## config.mk

```make
export PLATFORM = sky130hd
export DESIGN_NAME = pwm_cmp_aq
export DESIGN_NICKNAME = d
export VERILOG_FILES = /design/src/rtl/pwm_aq_pkg.sv /design/src/rtl/pwm_cmp_slot.sv /design/src/rtl/pwm_aq_chan.sv /design/src/rtl/pwm_cmp_aq.sv
export SDC_FILE = /design/constraint.sdc
export NUM_CORES = 1
export LEC_CHECK = 0
export BUFFER_PORTS_ARGS = -buffer_cell sky130_fd_sc_hd__buf_2
export CAP_MARGIN = 20
export CORE_MARGIN = 5
export CORE_UTILIZATION = 53
export CTS_CLUSTER_SIZE = 10
export DETAILED_ROUTE_END_ITERATION = 8
export GPL_TIMING_DRIVEN = 1
export PLACE_DENSITY_LB_ADDON = 0.05
export RECOVER_POWER = 25
export REMOVE_ABC_BUFFERS = 1
export SLEW_MARGIN = 40
export SYNTH_ARGS = -nofsm -noshare
export SYNTH_HDL_FRONTEND = slang
export SYNTH_SLANG_ARGS = --single-unit
```

## constraint.sdc

```tcl
create_clock -name clk -period 1.5 [get_ports clk]
set_clock_uncertainty 0.2 [all_clocks]
set_input_delay 0 -clock clk [delete_from_list [all_inputs] [get_ports clk]]
set_output_delay 0 -clock clk [all_outputs]
set_load 0.05 [all_outputs]
```

## src/rtl/pwm_aq_pkg.sv

```systemverilog
package pwm_aq_pkg;

  // Output action codes
  typedef enum logic [1:0] {
    ACT_HOLD = 2'b00,
    ACT_CLR  = 2'b01,
    ACT_SET  = 2'b10,
    ACT_TGL  = 2'b11
  } act_e;

  // Shadow-to-active load modes
  typedef enum logic [1:0] {
    LD_ZERO   = 2'b00,
    LD_PRD    = 2'b01,
    LD_EITHER = 2'b10,
    LD_NOW    = 2'b11
  } ld_e;

  localparam int ACT_FIELD_W = 2;
  localparam int ACT_FIELDS  = 6;
  localparam int ACT_CFG_W   = ACT_FIELD_W * ACT_FIELDS;

endpackage

```

## src/rtl/pwm_cmp_slot.sv

```systemverilog
module pwm_cmp_slot #(
  parameter int CNT_W = 16
) (
  input  logic             clk,
  input  logic             rst_n,
  input  logic [CNT_W-1:0] cnt,
  input  logic             evt_zero,
  input  logic             evt_prd,
  input  logic [1:0]       ld_mode,
  input  logic             wr_en,
  input  logic [CNT_W-1:0] wr_data,
  output logic [CNT_W-1:0] act_val,
  output logic             hit_q
);
  import pwm_aq_pkg::*;

  logic [CNT_W-1:0] shadow_q, shadow_d;
  logic [CNT_W-1:0] active_q, active_d;
  logic             active_en;
  logic             load_evt;
  logic             hit_d;

  always_comb begin
    shadow_d = wr_en ? wr_data : shadow_q;
    case (ld_mode)
      LD_ZERO:   load_evt = evt_zero;
      LD_PRD:    load_evt = evt_prd;
      LD_EITHER: load_evt = evt_zero | evt_prd;
      default:   load_evt = 1'b0;
    endcase
    if (ld_mode == LD_NOW) begin
      active_en = wr_en;
      active_d  = wr_data;
    end else begin
      active_en = load_evt;
      active_d  = shadow_d;
    end
    hit_d = (cnt == active_q);
  end

  always_ff @(posedge clk or negedge rst_n) begin
    if (!rst_n) begin
      shadow_q <= '0;
      active_q <= '0;
      hit_q    <= 1'b0;
    end else begin
      if (wr_en)     shadow_q <= shadow_d;
      if (active_en) active_q <= active_d;
      hit_q <= hit_d;
    end
  end

  assign act_val = active_q;

endmodule

```

## src/rtl/pwm_aq_chan.sv

```systemverilog
module pwm_aq_chan #(
  parameter int CFG_W = pwm_aq_pkg::ACT_CFG_W
) (
  input  logic             clk,
  input  logic             rst_n,
  input  logic [CFG_W-1:0] cfg,
  input  logic             evt_zero,
  input  logic             evt_prd,
  input  logic             hit_a,
  input  logic             hit_b,
  input  logic             cnt_up,
  output logic             pwm_q
);
  import pwm_aq_pkg::*;

  logic [1:0] code_z, code_p, code_ca, code_cb, sel;
  logic       pwm_d, pwm_en;

  always_comb begin
    code_z  = evt_zero ? cfg[1:0] : ACT_HOLD;
    code_p  = evt_prd  ? cfg[3:2] : ACT_HOLD;
    code_ca = hit_a ? (cnt_up ? cfg[5:4] : cfg[7:6])   : ACT_HOLD;
    code_cb = hit_b ? (cnt_up ? cfg[9:8] : cfg[11:10]) : ACT_HOLD;

    // fixed priority: zero, period, compare A, compare B
    if (code_z != ACT_HOLD)       sel = code_z;
    else if (code_p != ACT_HOLD)  sel = code_p;
    else if (code_ca != ACT_HOLD) sel = code_ca;
    else                          sel = code_cb;

    case (sel)
      ACT_CLR: pwm_d = 1'b0;
      ACT_SET: pwm_d = 1'b1;
      ACT_TGL: pwm_d = ~pwm_q;
      default: pwm_d = pwm_q;
    endcase
    pwm_en = (sel != ACT_HOLD);
  end

  always_ff @(posedge clk or negedge rst_n) begin
    if (!rst_n)      pwm_q <= 1'b0;
    else if (pwm_en) pwm_q <= pwm_d;
  end

endmodule

```

## src/rtl/pwm_cmp_aq.sv

```systemverilog
module pwm_cmp_aq #(
  parameter  int CNT_W   = 16,
  parameter  int NUM_CMP = 4,
  localparam int SEL_W   = $clog2(NUM_CMP),
  localparam int CFG_W   = pwm_aq_pkg::ACT_CFG_W
) (
  input  logic                 clk,
  input  logic                 rst_n,
  input  logic [CNT_W-1:0]     cnt,
  input  logic                 cnt_up,
  input  logic                 evt_zero,
  input  logic                 evt_prd,
  input  logic                 cmp_wr_en,
  input  logic [SEL_W-1:0]     cmp_wr_sel,
  input  logic [CNT_W-1:0]     cmp_wr_data,
  input  logic [2*NUM_CMP-1:0] reload_mode,
  input  logic [CFG_W-1:0]     act_cfg_a,
  input  logic [CFG_W-1:0]     act_cfg_b,
  output logic                 pwm_a,
  output logic                 pwm_b,
  output logic [NUM_CMP-1:0]   cmp_evt
);

  localparam int NUM_OUT = 2;

  logic [NUM_CMP-1:0][CNT_W-1:0] cmp_act;
  logic [NUM_CMP-1:0]            hit_q;
  logic [NUM_OUT-1:0][CFG_W-1:0] cfg_v;
  logic [NUM_OUT-1:0]            pwm_v;

  assign cfg_v = {act_cfg_b, act_cfg_a};

  for (genvar i = 0; i < NUM_CMP; i++) begin : g_slot
    pwm_cmp_slot #(.CNT_W(CNT_W)) u_slot (
      .clk      (clk),
      .rst_n    (rst_n),
      .cnt      (cnt),
      .evt_zero (evt_zero),
      .evt_prd  (evt_prd),
      .ld_mode  (reload_mode[2*i +: 2]),
      .wr_en    (cmp_wr_en && (cmp_wr_sel == SEL_W'(i))),
      .wr_data  (cmp_wr_data),
      .act_val  (cmp_act[i]),
      .hit_q    (hit_q[i])
    );
  end

  for (genvar k = 0; k < NUM_OUT; k++) begin : g_chan
    pwm_aq_chan #(.CFG_W(CFG_W)) u_chan (
      .clk      (clk),
      .rst_n    (rst_n),
      .cfg      (cfg_v[k]),
      .evt_zero (evt_zero),
      .evt_prd  (evt_prd),
      .hit_a    (cnt == cmp_act[0]),
      .hit_b    (cnt == cmp_act[1]),
      .cnt_up   (cnt_up),
      .pwm_q    (pwm_v[k])
    );
  end

  assign pwm_a   = pwm_v[0];
  assign pwm_b   = pwm_v[1];
  assign cmp_evt = hit_q;

endmodule

```

# Word level (Yosys, flattened, before mapping)
# Cells that the tools add are included.
# word_totals
regBits	134
input_bits	72
output_inout_bits	6
# op_classes
eq_ne	25
n_mux	36
n_bitwise	3
reduce_logical	21
# ops
operator	count
$mux 16	8
$eq 16x16->1	4
$mux 2	18
$eq 2x2->1 const B	14
$pmux 1 s3	6
$reduce_bool 2->1	8
$eq 2x1->1 const B	7
$logic_not 2->1	5
$reduce_bool 3->1	2
$logic_and 1x1->1	4
$mux 1	4
$reduce_and 2->1	2
$not 1->1	2
$or 1x1->1	1

# Depth between registers and ports, before layout
# depth
depth_word	9
ltp_mapped	7
ltp_nobuf	6

# Modules after synthesis
# A second synthesis with hierarchy kept.
# hier_totals
hier_cells	529
hier_area_um2	7526.0
# by_module_without_submodules
module	n_inst	cells_each	area_per_inst_um2
pwm_cmp_slot	4	112	1710.4
pwm_cmp_aq	1	47	379.1
pwm_aq_chan	2	17	152.6

# Least setup slack after synthesis
# No wires, ideal clock.
# synth_path
kind	register to register
start	reg g_slot[1].u_slot.active_q[8]
end	reg g_chan[0].u_chan.pwm_q
t_arrival_ps	1297
required_time_ps	1175
slack_ps	-122
path_stages_with_launch	7
n_path_buf	0
path_cell_list	dfrtp_1 xnor2_1 nand4_1 nor4_4 a32oi_1 o21ai_1 a21oi_1
# synth_between
elab_chain_cells	8
# synth_lines
element	line	rtl
from (decl)	pwm_cmp_slot.sv:18	logic [CNT_W-1:0] active_q, active_d;
from (signal assigned)	pwm_cmp_slot.sv:48	if (active_en) active_q <= active_d;
$eq 16x16->1 (*)	pwm_cmp_aq.sv:56	.hit_b (cnt == cmp_act[1]),
via g_chan[0].u_chan.hit_b	pwm_aq_chan.sv:10	input logic hit_b,
$mux 2 (*)	pwm_aq_chan.sv:23	code_cb = hit_b ? (cnt_up ? cfg[9:8] : cfg[11:10]) : ACT_HOLD;
$mux 2 (*)	pwm_aq_chan.sv:28	else if (code_ca != ACT_HOLD) sel = code_ca;
$mux 2 (*)	pwm_aq_chan.sv:27	else if (code_p != ACT_HOLD) sel = code_p;
$mux 2 (*)	pwm_aq_chan.sv:26	if (code_z != ACT_HOLD) sel = code_z;
$eq 2x1->1 or $eq 2x2->1 (tied branches)	pwm_aq_chan.sv:31	case (sel)
$reduce_bool 3->1 (no line)	--	
$reduce_and 2->1 (no line)	--	
to (signal assigned)	pwm_aq_chan.sv:42	else if (pwm_en) pwm_q <= pwm_d;
to (decl)	pwm_aq_chan.sv:12	output logic pwm_q
# Mark *: on every way through the listed nets, which the timed path passes. The rest lies on a longest branch.
# A chain may end at the register's enable or synchronous reset.

# Worst setup path after layout
# layout_path
start	reg g_slot[0].u_slot.active_q[1]
end	reg g_chan[0].u_chan.pwm_q
# layout_between
elab_chain_cells	9
# layout_lines
element	line	rtl
from (decl)	pwm_cmp_slot.sv:18	
from (signal assigned)	pwm_cmp_slot.sv:48	
$eq 16x16->1 (*)	pwm_cmp_aq.sv:55	.hit_a (cnt == cmp_act[0]),
via g_chan[0].u_chan.hit_a	pwm_aq_chan.sv:9	input logic hit_a,
$mux 2 (*)	pwm_aq_chan.sv:22	code_ca = hit_a ? (cnt_up ? cfg[5:4] : cfg[7:6]) : ACT_HOLD;
$reduce_bool 2->1	pwm_aq_chan.sv:28	
$mux 2 (*)	pwm_aq_chan.sv:28	
$mux 2 (*)	pwm_aq_chan.sv:27	
$mux 2 (*)	pwm_aq_chan.sv:26	
$eq 2x1->1 or $eq 2x2->1 (tied branches)	pwm_aq_chan.sv:31	
$reduce_bool 3->1 (no line)	--	
$reduce_and 2->1 (no line)	--	
# Marked as above.

==> flow_metrics.tcl <==
set metrics [dict create \
    io_buffers 77 \
    reg2reg_depth 7 \
    cts_root_buf "clkbuf_16" \
    die_w_um 122 \
    io_pins 78 \
    leakagePower_nw 4.05 \
    worstSetupPathType "register to register" \
    grt_use_total 0.252 \
    max-vdd-ir-drop_mv 0.949 \
    crit_chain "xnor2_1 -> nand4_1 -> nor4_2 -> buf_4 -> a32oi_1 -> o21ai_1 -> a21oi_1" \
    p_sw_frac 0.287 \
    max_freq_ghz 0.545 \
    slew_violations 0 \
    power_switching_w 0.00317 \
    min_from "cnt[13]" \
    synth_top_family_by_area "multiplexers" \
    seq_area_um2 3350 \
    r2r-end "g_chan[0].u_chan.pwm_q" \
    drt_first_pass_iters 4 \
    detail-route-antenna-nets 0 \
    cp_slowest_cell "dfrtp_1" \
    violations "hold timing, setup timing" \
    max-slew-margin-rel 0.744 \
    hold_viol_final 14 \
    via_per_inst 5.29 \
    path_buf_inv 1 \
    synth.area.top_cells "dfrtp_1 51%, mux2_2 12%, mux2i_1 10%" \
    clk_pin_slew_ns 0.06 \
    multi_input_area_um2 3090 \
    grt_max_degree 49 \
    route.detailed.drc 0 \
    share_seq_of_total_power 0.430 \
    fin_nets 795 \
    hold_path.class "primary input to register" \
    dr_total_vias 4785 \
    whs_ns -0.0603 \
    gp_congestion 0.843 \
    power_density_nw_per_um2 1270 \
    ys_seq_elements 134 \
    setup_viol 5 \
    antenna_cells 0 \
    synth-simple-area-share 0.0755 \
    num_rows 40 \
    r2r_start "g_slot[0].u_slot.act_val[1]" \
    clockBufferDepth 2 \
    grt_first_pass_wirelength_mm 28.1 \
    maxCapViolCount 0 \
    status "complete, but fails checks" \
    final-instance-count-excl-fill 904 \
    worst_pin_slew_ns 0.384 \
    syn2layout_area_growth_pct 31.7 \
    drive_above_1_share 0.284 \
    dp_cells 813 \
    end_kind "register" \
    clk_latency_ns 0.41 \
    initial_core_util 0.545 \
    cts_tree "yes" \
    synth-compound-area-share 0.0692 \
    fill_cells 853 \
    final.setup.worst_slack_ns -0.333 \
    routed_wl_mm 17.6 \
    die_area_um2 14800 \
    antenna_found_initial 0 \
    muxShareOfSynthArea 0.219 \
    cp-start-kind "register" \
    crit_fanout 5 \
    critPathRequiredTime_ns 1.59 \
    max_stage_delay_ns 0.40 \
    place_hpwl_mm 11.3 \
    grt_pass1_vias 5245 \
    intPower_w 0.00786 \
    core_um2 12100 \
    grt_overflow_total 0 \
    netlist_area_um2 6600 \
    fin_crit_ns 1.83 \
    timing.final.crit_share 1.22 \
    cp_top_family "simple AND/OR/NAND/NOR gates" \
    power_frac_clock 0.348 \
    cts_max_level 4 \
    hold_path_end "g_slot[1].u_slot.hit_q" \
    postSynthAreaPerCell_um2 11.5 \
    ys_seq_area_frac 0.508 \
    synthAdderAreaFrac 0 \
    worstPathArrival_ns 1.92 \
    hold_buffers 78 \
    rrSetupSlack_ns -0.33 \
    mostFrequentLayoutCells "134 x dfrtp_1, 76 x buf_2, 72 x nand2_1, 68 x mux2i_1, 56 x xnor2_1" \
    fp.dieH_um 122 \
    whs_path_depth 5 \
    wire_per_inst_um 19.5 \
    pwr-share-comb 0.222 \
    yosysWarnings 0 \
    rsz0062_at_grt "true" \
    layout_commonest_cell "dfrtp_1" \
    cts.sinks 134 \
    numCtsBuffers 17 \
    synth_xor_area_frac 0.0903 \
    synth.distinct_cells 27 \
    yosys.area.top_type "dfrtp_1" \
    synth_top_area_frac 0.508 \
    first_iter_violations 297 \
    dp_slack_ns -0.334 \
    syn_inst 572 \
]
## through the flow
stage | setup TNS, ns | cell area, um2 | utilization | power [W]
after detailed placement | -1.75 | 7460 | 0.616 | 0.00705
final | -0.721 | 8690 | 0.717 | 0.0110
after CTS | -0.568 | 8810 | 0.728 | 0.0112
after global routing | -0.957 | 8690 | 0.717 | 0.0116
after floorplan | -46.39 | 6360 | - | 0.00614
after global placement | -1.43 | 7460 | 0.616 | 0.00695
## area by class of cell
class                           count  share of cell area
Sequential cell                   134               0.386
Timing Repair Buffer              174               0.170
Inverter                            3             0.00130
Clock buffer                       19              0.0498
Multi-Input combinational cell    393               0.356
Tap cell                          168              0.0242
Clock inverter                     13              0.0124
## registers in the layout (all words and copies together), names as in the netlist
register and count:
g_chan.u_chan.pwm_q 2, g_slot.u_slot.hit_q 4, g_slot.u_slot.act_val 64, g_slot.u_slot.shadow_q 64
## power groups by stage
| stage | logic [W] | clock network [W] | registers (W) |
|---|---|---|---|
| finish | 0.00245 | 0.00384 | 0.00474 |
| global route | 0.00271 | 0.00408 | 0.00482 |
| CTS | 0.00258 | 0.00388 | 0.00472 |
| detailed placement | 0.00228 | 0 | 0.00477 |
| global placement | 0.00222 | 0 | 0.00473 |
| floorplan | 0.00142 | 0 | 0.00472 |
## routing by layer
layer	vias up	track usage	share of wire
li1	2280	-	-
met3	19	0.0599	0.047
met5	-	0	0
met2	117	0.412	0.49
met4	0	0.0910	0.017
met1	2369	0.331	0.45
## worst reg2reg max path: stages (launching register included)
cell	delay, ns
dfrtp_1	0.40
xnor2_1	0.15
nand4_1	0.17
nor4_2	0.36
buf_4	0.20
a32oi_1	0.05
o21ai_1	0.09
a21oi_1	0.09
## cells in the mapped netlist
cell type and n:
nor4_2 1, and2b_1 2, buf_2 14, nor3b_4 1, nor4_1 2, o21ai_1 17
nand2_1 72, nand3b_2 2, nand3_1 3, clkbuf_2 11, clkbuf_1 9, xnor2_1 64
nand3_2 1, buf_4 4, o22ai_1 3, nor4_4 1, o21ai_0 54, buf_6 4
a32oi_1 2, o211ai_1 2, xor2_1 4, mux2_2 68, inv_1 3, dfrtp_1 134
nand4_1 16, mux2i_1 68, a21oi_1 10
## cells by family after synthesis
kind of cell    Yosys count
compound gates           88
mux                     136
flops                   134
xor+xnor                 68
simple gates            101
buf+inv                  45
## how the worst max path moves through the flow
stage	start	end	slack [ns]	cells past startpoint
2_1_floorplan	reload_mode[2]	g_slot[1].u_slot.act_val[0]	-0.79	4
4_1_cts	g_slot[0].u_slot.act_val[14]	g_chan[0].u_chan.pwm_q	-0.28	7
3_5_place_dp	g_slot[0].u_slot.act_val[5]	g_chan[0].u_chan.pwm_q	-0.33	7
3_3_place_gp	g_slot[0].u_slot.act_val[5]	g_chan[1].u_chan.pwm_q	-0.29	7
5_1_grt	g_slot[1].u_slot.act_val[6]	g_chan[1].u_chan.pwm_q	-0.42	7
6_report	g_slot[0].u_slot.act_val[1]	g_chan[0].u_chan.pwm_q	-0.33	7
## repair_timing
action,in CTS,in global routing
setup buffers,1,2
pin swaps,12,7
resized for setup,3,10
cloned,0,1
endpoints found under the setup margin,6,113
endpoints found under the hold margin,268,3
(Power assumes the default switching activity.)
